$ cat src/rtl/cfg_ready_lock.sv
module cfg_ready_lock #(
  parameter int REG_W = 16
) (
  input  logic             clk,
  input  logic             rst_n,
  input  logic             loc_ctrl_we,
  input  logic [REG_W-1:0] loc_ctrl_wdata,
  output logic [REG_W-1:0] loc_ctrl_rdata,
  input  logic             loc_cfg_we,
  output logic             cfg_we_ok,
  output logic             loc_wr_refused,
  input  logic             host_req,
  output logic             host_ack,
  output logic             host_retry,
  output logic [1:0]       fn_count,
  output logic [2:0]       fn_enable,
  output logic             cfg_locked
);
  localparam int NUM_FN = 3;
  localparam int RSV_W  = REG_W - 3;

  logic [1:0] sel_q;
  logic       ready_q;
  logic       err_q;
  logic       ack_q, retry_q;
  logic       refuse;

  assign refuse = ready_q & (loc_ctrl_we | loc_cfg_we);

  always_ff @(posedge clk or negedge rst_n) begin
    if (!rst_n) begin
      sel_q   <= 2'b00;
      ready_q <= 1'b0;
    end else if (loc_ctrl_we && !ready_q) begin
      sel_q   <= loc_ctrl_wdata[1:0];
      ready_q <= loc_ctrl_wdata[2];
    end
  end

  always_ff @(posedge clk or negedge rst_n) begin
    if (!rst_n) err_q <= 1'b0;
    else        err_q <= err_q | refuse;
  end

  always_ff @(posedge clk or negedge rst_n) begin
    if (!rst_n) begin
      ack_q   <= 1'b0;
      retry_q <= 1'b0;
    end else begin
      ack_q   <= host_req & ready_q;
      retry_q <= host_req & ~ready_q;
    end
  end

  assign fn_count = (sel_q[1]) ? 2'd3 : {1'b0, sel_q[0]} + 2'd1;

  for (genvar i = 0; i < NUM_FN; i++) begin : g_fn_en
    assign fn_enable[i] = (2'(i) < fn_count);
  end

  assign loc_ctrl_rdata = {{RSV_W{1'b0}}, ready_q, sel_q};
  assign cfg_we_ok      = loc_cfg_we & ~ready_q;
  assign loc_wr_refused = err_q;
  assign host_ack       = ack_q;
  assign host_retry     = retry_q;
  assign cfg_locked     = ready_q;
endmodule

$ cat config.mk
export PLATFORM = sky130hd
export DESIGN_NAME = cfg_ready_lock
export DESIGN_NICKNAME = d
export VERILOG_FILES = /design/src/rtl/cfg_ready_lock.sv
export SDC_FILE = /design/constraint.sdc
export NUM_CORES = 1
export LEC_CHECK = 0
export BUFFER_PORTS_ARGS = -buffer_cell sky130_fd_sc_hd__buf_4
export CORE_MARGIN = 3
export CORE_UTILIZATION = 27
export DETAILED_ROUTE_END_ITERATION = 10
export PLACE_DENSITY = 0.82
export SLEW_MARGIN = 30
export SYNTH_ARGS = -nofsm -noshare
export SYNTH_HDL_FRONTEND = slang
export SYNTH_SLANG_ARGS = --single-unit
$ cat constraint.sdc
create_clock -name clk -period 1 [get_ports clk]
set_input_delay 0.2 -clock clk [delete_from_list [all_inputs] [get_ports clk]]
set_output_delay 0.2 -clock clk [all_outputs]
set_load 0.01 [all_outputs]
; Word level (Yosys, flattened, before mapping)
; Index checks and enable logic that the tools add are counted.
[classes]
add_sub_neg = 1
magnitude_cmp = 3
mux = 1
n_bitwise = 7
reduce_logical = 2
[op_table]
columns = cell, count
row1 = 1-bit AND, 4
row2 = 1-bit by 2-bit less-than comparator with 1-bit output (first input constant), 2
row3 = 1-bit by 1-bit adder with 2-bit output (second input constant), 1
row4 = 2-bit less-than comparator (first input constant), 1
row5 = 2-bit 2-to-1 mux, 1
row6 = 1-bit bitwise OR, 2
row7 = 1-bit logical AND, 1
row8 = 1-bit zero test, 1
row9 = 1-bit inverter, 1
[totals]
register_bits = 6
input_bits = 21
out_inout_bits = 26
word_cells = 19

; Depth between registers and ports, before layout
; Gate-level depths: netlist of run 1.
[logic_depth]
word_depth = 3
mapped_depth = 2
ltp_nobuf = 2

; Worst setup path before layout of run 1
; No wires, ideal clock.
[synth_path]
kind = reg2out
startpoint = reg sel_q[1]
endpoint = out fn_enable[1]
t_arrival_ns = 0.906
required_ns = 0.800
setup_slack_ns = -0.106
path_stages_with_launch = 3
path_buffers = 1
path_cell_list = dfrtp_1 -> or2_2 -> buf_4
[synth_between]
elab_chain_len = 2
[synth_rtl]
columns = element, line
row1 = from (decl), 22  ; logic [1:0] sel_q;
row2 = from (signal assigned), 35  ; sel_q <= loc_ctrl_wdata[1:0];
row3 = 2-bit 2-to-1 mux, 55  ; assign fn_count = (sel_q[1]) ? 2'd3 : {1'b0, sel_q[0]} + 2'd1;
row4 = named net fn_count[1], 15  ; output logic [1:0] fn_count,
row5 = 1-bit by 2-bit less-than comparator with 1-bit output, 58  ; assign fn_enable[i] = (2'(i) < fn_count);
row6 = to (decl), 16  ; output logic [2:0] fn_enable,
; The timed path passes the listed nets, and every way through them passes these cells.

; Worst setup path after layout of run 1
[layout_path]
startpoint = reg sel_q[1]
endpoint = out fn_enable[1]
[layout_between]
elab_chain_len = 2
[layout_rtl]
columns = element, line
row1 = 2-bit 2-to-1 mux, 55
row2 = 1-bit by 2-bit less-than comparator with 1-bit output, 58
; No other way between the ends.

==> flow_metrics.py, run 1 <==
metrics = {
    "outcome": {
        "status": "finished, violations left",
        "violations": "negative setup slack",
    },
    "finish": {
        "diodes": 0,
        "final_cells": 75,
        "area_delta_synth_final_pct": 55.4,
        "fill_cells": 130,
        "nets": 83,
        "final_core_util_pct": 47.9,
        "drive_gt1_share_pct": 60.7,
    },
    "yosys": {
        "yosysMostFrequentCell": "buf_4",
        "synthFlopType": "dfrtp_1",
        "synth_area_leaders": "dfrtp_1, buf_4, mux2_1",
        "ys_ff_latch": 6,
        "netlist_top_cells_count": "buf_4, dfrtp_1",
        "ys_types": 12,
        "yosysTopAreaCell": "dfrtp_1",
        "synth_area_sq_um": 370,
        "yosysWarningCount": 0,
        "ys_seq_area_share_pct": 40.5,
        "syn_inst": 36,
        "avgSynthCellArea_sq_um": 10.3,
        "synth_top_area_share_pct": 40.5,
        "async_flop_share_pct": 100,
        "synth_edf_count": 0,
    },
    "floorplanning": {
        "dieWidth_microns": 43.0,
        "dieArea_sq_um": 1850,
        "die_h_microns": 43.0,
        "initial_core_util_pct": 30.8,
        "ios": 47,
        "core_area_sq_um": 1200,
        "row_count": 12,
    },
    "sta": {
        "setup_slack_ps": -234,
        "period_share_pct": 123,
        "maxSlewViolCount": 0,
        "finalSetupViolations": 11,
        "setup_tns_ps": -1610,
        "fmax_ghz": 0.811,
        "period_minus_slack_ps": 1230,
        "finalClockSkew_ps": 8.47,
        "rsz0062_at_grt": "yes",
        "hold_viol_final": 0,
    },
    "route": {
        "wirelength_microns": 853,
        "vias": 286,
        "firstDrtPassIters": 3,
        "ant_nets": 0,
        "drcViolationCount": 0,
        "vias_per_cell": 3.81,
        "wire_per_inst_microns": 11.4,
        "dr.first_iter.drc_count": 1,
    },
    "setup_path": {
        "worstPathRequired_ps": 800,
        "end_kind": "output port",
        "crit_arrival_ps": 1030,
        "crit_fanout": 4,
        "worstSetupPathType": "flip-flop to output port",
        "start_kind": "flip-flop",
    },
    "clock_tree": {
        "cts_tree": "done",
        "cts.path.max_buffers": 2,
        "cts-root-buf": "clkbuf_4",
        "clk_latency_ps": 250,
        "cts.sinks": 6,
        "cts_buffers": 3,
        "cts.clk_slew.worst_paths_ps": 50,
        "htree_levels": 1,
    },
    "grt": {
        "grt_use_met3_pct": 6.36,
        "grt_pass1_vias": 286,
        "grtUsageMet1_pct": 11.1,
        "grt_overflow_total": 0,
        "use_met2_pct": 15.6,
        "grt_antenna_before_repair": 0,
        "top_usage_layer": "met2",
        "grt_usage_pct": 10.0,
        "grt_pass1_wl_microns": 1280,
        "grt_max_degree": 7,
    },
    "power_and_ir_drop": {
        "power_density_nw_per_um2": 1470,
        "peakVddDrop_mv": 0.787,
        "p_leak_uw": 0.000305,
    },
    "placement": {
        "dp.cells": 67,
        "dp_slack_ps": -11.8,
        "gp_congestion": 0.624,
        "place_hpwl_microns": 611,
        "portBuffers": 19,
    },
    "flow_run": {
        "maxCapViolCount": 0,
    },
    "min_path": {
        "hp-class": "primary input to flip-flop",
    },
}
## metal layers
metal,up-vias,wire (microns),part of all wire (%)
li1,128,-,-
met1,132,283,33
met2,24,445,52
met3,2,115,13
met4,0,9,1.1
met5,-,0,0
## where the power goes
| group | leakage [uW] | internal (uW) | total (uW) | switching [uW] |
|---|---|---|---|---|
| sequential | 0.0000666 | 264 | 279 | 15.3 |
| clock | 0.0000150 | 152 | 255 | 103 |
| combinational | 0.000223 | 190 | 312 | 122 |
| total | 0.000305 | 606 | 846 | 240 |
## what timing repair did
action	4_1_cts	5_1_grt
setup endpoints to repair	11	13
pin swaps	0	0
hold buffers	1	0
buffers inserted	2	1
endpoints found under the hold margin	6	0
gates resized for setup	6	2
## registers in the layout (all words and copies together) (netlist names)
signal / cells
cfg_locked: 1
host_ack: 1
host_retry: 1
loc_wr_refused: 1
sel_q: 2
## cells by family (layout without fill, tap and decap cells)
group	Yosys count	count (layout)	synth area share, %
AOI/OAI and AO/OA	2	2	3.72
buffers and inverters	17	30	33.4
DFF	6	6	40.5
muxes	2	2	6.08
other	2	14	2.03
and+or+nand+nor	7	7	14.2
## worst paths after layout
check                      slack [ps]                  endpoint  cells past startpoint                     start
max reg2reg                      -110      sel_q[0]$_DFFE_PN0P_                      3    cfg_locked$_DFFE_PN0P_
min                               160    cfg_locked$_DFFE_PN0P_                      2         loc_ctrl_wdata[2]
max                              -230              fn_enable[1]                      2      sel_q[1]$_DFFE_PN0P_
max in group asynchronous         580    cfg_locked$_DFFE_PN0P_                      2                     rst_n
min reg2reg                       500  loc_wr_refused$_DFF_PN0_                      1  loc_wr_refused$_DFF_PN0_
min in group asynchronous         300        host_ack$_DFF_PN0_                      2                     rst_n
## worst max-delay path, stage by stage, from the launching register on
cell and delay [ps]:
dfrtp_1 400, or2_4 240, buf_4 140
## placed cells by master, fill, tap and decap left out, types with 2 or more instances in the layout
cell | Yosys | final
buf_4 | 16 | 18
conb_1 | 2 | 14
buf_6 | 0 | 7
dfrtp_1 | 6 | 5
clkbuf_4 | 0 | 3
nand2b_1 | 2 | 2
and2b_2 | 2 | 2
mux2_4 | 0 | 2
## area by class of cell
class	instances	area [sq um]	area share, %
clock buffers	4	26.3	4.57
well taps	14	17.5	3.04
repair buffers	26	224	38.9
flip-flops and latches	6	151	26.3
multi-input cells	25	156	27.2
## stage by stage
step / hold slack (ps) / cell area, sq um / power [uW]
floorplan: -95.6 / 435 / 462
global placement: 7.37 / 490 / 544
detailed placement: 9.68 / 490 / 549
CTS: 154 / 564 / 836
global route: 145 / 576 / 917
finish: 162 / 576 / 846
Power figures use the tool's default switching activity.
==> inputs of run 2 (changes only) <==
--- a/config.mk
+++ b/config.mk
@@ -5,7 +5,9 @@
 export SDC_FILE = /design/constraint.sdc
 export NUM_CORES = 1
 export LEC_CHECK = 0
+export ABC_AREA = 1
 export BUFFER_PORTS_ARGS = -buffer_cell sky130_fd_sc_hd__buf_4
+export CAP_MARGIN = 20
 export CORE_MARGIN = 3
 export CORE_UTILIZATION = 27
 export DETAILED_ROUTE_END_ITERATION = 10
==> run 2 against run 1 <==
Effect of this change:
- the flow still finishes with violations (negative setup slack)
- sequential power shrank 12%
- worst setup slack gained 14 ps
- critical path type unchanged
- via count grew 11%
- highest routed layer unchanged
- non-clock buffer count is the same
- synthesized cell count grew 31%
- design area grew 1.1%
- sequential share of layout area shrank 0.28 points
- final cell count grew 13%
==> flow_metrics.py, run 2 <==
metrics = {
    "finish": {
        "area_delta_synth_final_pct": 56.0,
        "final_core_util_pct": 48.4,
        "largest_reg_flops": 2,
        "diodes": 0,
        "largest-register": "sel_q",
        "layout_common_cells": "conb_1, buf_4, buf_6",
        "drive_gt1_share_pct": 49.3,
        "final_cells": 85,
        "nets": 94,
    },
    "sta": {
        "finalClockSkew_ps": 3.43,
        "fmax_ghz": 0.820,
        "period_share_pct": 122,
        "setup_tns_ps": -935,
        "maxSlewViolCount": 0,
        "hold_viol_final": 0,
        "period_minus_slack_ps": 1220,
        "finalSetupViolations": 9,
        "rsz0062_at_grt": "yes",
        "hold-worst-slack_ps": 164,
        "setup_slack_ps": -220,
    },
    "route": {
        "met1_length_microns": 255,
        "wirelength_microns": 792,
        "dr_wl_met2_microns": 418,
        "wire_per_inst_microns": 9.32,
        "firstDrtPassIters": 2,
        "ant_nets": 0,
        "wl_met3_microns": 114,
        "top_layer": "met4",
        "dr.first_iter.drc_count": 8,
        "drcViolationCount": 0,
        "vias": 317,
        "vias_per_cell": 3.73,
    },
    "clock_tree": {
        "cts_buffers": 3,
        "htree_levels": 1,
        "cts_tree": "done",
        "cts-root-buf": "clkbuf_4",
        "clk_latency_ps": 240,
        "cts.path.max_buffers": 2,
        "cts.sinks": 6,
        "cts.clk_slew.worst_paths_ps": 40,
    },
    "yosys": {
        "yosysTopAreaCell": "dfrtp_1",
        "ys_types": 12,
        "synth_top_area_share_pct": 40.3,
        "synthFlopType": "dfrtp_1",
        "yosysMostFrequentCell": "buf_4",
        "synth_edf_count": 0,
        "netlist_top_cells_count": "buf_4, nand2_1, dfrtp_1",
        "ys_seq_area_share_pct": 40.3,
        "synth_area_leaders": "dfrtp_1, buf_4, nand2_1",
        "avgSynthCellArea_sq_um": 7.93,
        "async_flop_share_pct": 100,
        "yosysWarningCount": 0,
        "synth_area_sq_um": 373,
        "syn_inst": 47,
        "ys_ff_latch": 6,
    },
    "placement": {
        "portBuffers": 19,
        "place_hpwl_microns": 617,
        "dp.cells": 77,
        "dp_slack_ps": 48.2,
        "gp_congestion": 0.641,
    },
    "grt": {
        "grt_pass1_vias": 270,
        "grt_usage_pct": 8.99,
        "grt_max_degree": 7,
        "grt_pass1_wl_microns": 1150,
        "grt_overflow_total": 0,
        "grt_antenna_before_repair": 0,
    },
    "setup_path": {
        "reg2reg_from": "cfg_locked$_DFFE_PN0P_",
        "crit_arrival_ps": 1020,
        "critPathLaunch": "sel_q[0]$_DFFE_PN0P_",
        "reg2reg_depth": 5,
        "worstSetupPathType": "flip-flop to output port",
        "start_kind": "flip-flop",
        "worstPathRequired_ps": 800,
        "r2r-end": "sel_q[0]$_DFFE_PN0P_",
        "slowest_stage": "dfrtp_1",
        "end_kind": "output port",
        "ff2ff_setup_slack_ps": 80,
        "slowest_delay_ps": 390,
        "crit_fanout": 2,
        "crit_chain": "or2_4, buf_6",
    },
    "min_path": {
        "min_from": "loc_ctrl_wdata[2]",
        "whs_endpoint": "cfg_locked$_DFFE_PN0P_",
        "hold_path_depth": 3,
        "hp-class": "primary input to flip-flop",
    },
    "power_and_ir_drop": {
        "power_density_nw_per_um2": 908,
        "p_leak_uw": 0.000340,
        "peakVddDrop_mv": 0.407,
    },
    "floorplanning": {
        "initial_core_util_pct": 31.0,
        "dieArea_sq_um": 1860,
        "core_area_sq_um": 1200,
        "row_count": 12,
        "dieWidth_microns": 43.2,
        "die_h_microns": 43.2,
        "ios": 47,
    },
    "flow_run": {
        "maxCapViolCount": 0,
    },
    "outcome": {
        "violations": "negative setup slack",
        "status": "finished, violations left",
    },
}
[run 2: changes by cell type after synthesis, moves of 2 or more]
cell and change:
mux2_1 -2, inv_1 +5, nand2b_1 -2, nor2_1 +2, and2b_2 -2, nand2_1 +9
nand3_1 +2
[run 2: how the worst max path moves through the flow]
| stage | slack (ps) | depth (start not counted) | to |
|---|---|---|---|
| 2_1_floorplan | -10 | 2 | fn_enable[1] |
| 3_3_place_gp | 60 | 2 | fn_enable[1] |
| 3_5_place_dp | 50 | 2 | fn_enable[1] |
| 4_1_cts | -200 | 2 | fn_enable[1] |
| 5_1_grt | -260 | 2 | fn_enable[1] |
| 6_report | -220 | 2 | fn_enable[1] |
[run 2: repair_timing]
| item | CTS | global route |
|---|---|---|
| endpoints found under the setup margin | 9 | 10 |
| hold buffers | 1 | 0 |
| hold endpoints to repair | 6 | 0 |
| gates resized for setup | 7 | 8 |
| cloned | 0 | 0 |
| pin swaps | 2 | 2 |
| buffers inserted | 2 | 2 |
[run 2: report_power, final]
part	total (uW)	switching [uW]	leakage, uW	internal, uW
sequential	246	0.545	0.0000708	246
combinational	64.9	40.1	0.000255	24.7
clock	217	82.0	0.0000138	135
[run 2: kinds of logic after synthesis]
logic type / after synthesis / share of synthesized area (%)
buf+inv: 23 / 39.3
other cells: 2 / 2.01
flops: 6 / 40.3
simple gates: 15 / 17.1
compound gates: 1 / 1.34
[run 2: worst max-delay path: cells and delay by family, from the launching register on]
kind / cells / cell delay [ps]
buf+inv: 1 / 120
flops: 1 / 390
simple gates: 1 / 270
[run 2: metrics by stage]
stage / power (uW) / instance area, sq um
finish: 528 / 582
CTS: 539 / 543
floorplan: 319 / 424
global route: 575 / 582
global placement: 309 / 472
detailed placement: 311 / 472
[run 2: cell type report]
type                       count  area, sq um
sequential                     6          151
multi-input combinational     30          129
clock buffer                   3         22.5
tap                           14         17.5
fill                         121          619
inverter                       6         22.5
timing repair buffer          26          239
[run 2: routing by layer]
metal | GRT usage (%) | up-vias
met4 | 5.42 | 0
met3 | 6.36 | 2
met1 | 8.31 | 137
li1 | - | 155
met5 | 0 | -
met2 | 14.2 | 23
==> inputs of run 3 (changes only) <==
--- a/config.mk
+++ b/config.mk
@@ -8,7 +8,7 @@
 export ABC_AREA = 1
 export BUFFER_PORTS_ARGS = -buffer_cell sky130_fd_sc_hd__buf_4
 export CAP_MARGIN = 20
-export CORE_MARGIN = 3
+export CORE_MARGIN = 2
 export CORE_UTILIZATION = 27
 export DETAILED_ROUTE_END_ITERATION = 10
 export PLACE_DENSITY = 0.82
==> run 3 against run 2 <==
Effect of this change:
- the run still ends with negative setup slack left
- largest power group unchanged
- critical endpoint is now fn_count[1]
- wire length fell by 17%
- design area shrank 3.4%
- critical path type unchanged
- clock skew is essentially flat
- maximum frequency increased by 1.3%
- flip-flop and latch count unchanged
- register-to-register slack hardly changed
==> flow_metrics.py, run 3 (same netlist as run 2, synthesis figures left out) <==
metrics = {
    "outcome": {
        "status": "finished, violations left",
        "violations": "negative setup slack",
    },
    "power_and_ir_drop": {
        "p_leak_uw": 0.000332,
        "power_density_nw_per_um2": 939,
        "peakVddDrop_mv": 0.463,
    },
    "route": {
        "dr.first_iter.drc_count": 0,
        "vias_per_cell": 3.59,
        "wire_per_inst_microns": 7.72,
        "vias": 305,
        "firstDrtPassIters": 1,
        "ant_nets": 0,
        "wirelength_microns": 656,
        "drcViolationCount": 0,
    },
    "setup_path": {
        "worstPathRequired_ps": 800,
        "critPathLaunch": "sel_q[0]$_DFFE_PN0P_",
        "crit_buf_inv": 1,
        "start_kind": "flip-flop",
        "reg2reg_depth": 5,
        "crit_arrival_ps": 1000,
        "crit_family": "flip-flops",
        "path_depth": 2,
        "reg2reg_from": "cfg_locked$_DFFE_PN0P_",
        "slowest_delay_ps": 370,
        "slowest_stage": "dfrtp_1",
        "end_kind": "output port",
        "crit_chain": "or2_4, buf_4",
        "crit_fanout": 2,
        "worstSetupPathType": "flip-flop to output port",
    },
    "clock_tree": {
        "cts_tree": "done",
        "cts_buffers": 3,
        "cts.path.max_buffers": 2,
        "htree_levels": 1,
        "cts.clk_slew.worst_paths_ps": 50,
        "cts.sinks": 6,
        "clk_latency_ps": 240,
        "cts-root-buf": "clkbuf_4",
    },
    "sta": {
        "setup_tns_ps": -1180,
        "period_minus_slack_ps": 1200,
        "period_share_pct": 120,
        "fmax_ghz": 0.831,
        "finalSetupViolations": 9,
        "hold_viol_final": 0,
        "setup_slack_ps": -204,
        "rsz0062_at_grt": "yes",
        "finalClockSkew_ps": 3.51,
        "maxSlewViolCount": 0,
    },
    "finish": {
        "final_cells": 85,
        "nets": 93,
        "largest_reg_flops": 2,
        "diodes": 0,
        "area_delta_synth_final_pct": 50.7,
        "largest-register": "sel_q",
        "final_common_cell": "buf_4",
        "drive_gt1_share_pct": 47.1,
        "layout_common_cells": "buf_4, conb_1, nand2_1",
        "post-route-cell-area_sq_um": 562,
    },
    "floorplanning": {
        "core_area_sq_um": 1300,
        "row_count": 13,
        "ios": 47,
        "die_h_microns": 41.2,
        "initial_core_util_pct": 28.7,
        "dieArea_sq_um": 1690,
        "dieWidth_microns": 41.2,
    },
    "grt": {
        "grt_max_degree": 7,
        "grt_antenna_before_repair": 0,
        "grt_pass1_wl_microns": 938,
        "grt_overflow_total": 0,
        "grt_usage_pct": 8.96,
        "grt_pass1_vias": 253,
    },
    "placement": {
        "dp_slack_ps": 45.0,
        "gp_congestion": 0.625,
        "dpl_cell_area_sq_um": 473,
        "place_hpwl_microns": 570,
        "dp.cells": 78,
        "portBuffers": 19,
    },
    "flow_run": {
        "maxCapViolCount": 0,
    },
    "min_path": {
        "hp-class": "primary input to flip-flop",
        "min_from": "loc_ctrl_wdata[2]",
        "hold_path_depth": 3,
    },
}
run 3: worst paths after layout:
| check | to | slack, ps |
|---|---|---|
| min in group asynchronous | sel_q[0]$_DFFE_PN0P_ | 310 |
| max in group asynchronous | cfg_locked$_DFFE_PN0P_ | 570 |
| hold / removal | cfg_locked$_DFFE_PN0P_ | 150 |
| setup / recovery | fn_count[1] | -200 |
| hold reg to reg | loc_wr_refused$_DFF_PN0_ | 460 |
| setup reg to reg | sel_q[1]$_DFFE_PN0P_ | 90 |
run 3: worst register-to-register path, delay by kind of cell (launching register included):
kind / cells / cell delay (ps)
and+or+nand+nor: 3 / 140
DFF: 1 / 440
buffers and inverters: 2 / 220
run 3: cell type report:
class                   instances  area (sq um)
flip-flops and latches          6           151
multi-input cells              30           129
repair buffers                 25           218
well taps                      15          18.8
inverters                       6          22.5
clock buffers                   3          22.5
fillers                       152           739
run 3: timing repair:
action	CTS	global route
gates resized for setup	5	2
cloned	0	0
setup buffers	2	1
hold buffers	1	0
endpoints found under the hold margin	6	0
pin swaps	1	1
endpoints found under the setup margin	9	9
run 3: routing by layer:
metal  wire (microns)  track usage (%)  vias up
met5                0                0        -
met4                0             9.68        0
met3               81             1.63        0
met2              339             14.5       22
met1              235             9.18      131
li1                 -                -      152
run 3: power by group:
| group | total (uW) | switching (uW) | internal [uW] |
|---|---|---|---|
| clock network | 217 | 81.8 | 135 |
| logic | 64.3 | 39.6 | 24.7 |
| registers | 246 | 0.571 | 246 |
run 3: stage by stage:
step	hold WS, ps	power (uW)	util (%)
finish	154	528	43.2
floorplan	-95.6	319	-
detailed placement	11.2	310	36.3
global placement	7.21	309	36.3
CTS	154	539	41.2
global route	162	565	43.2
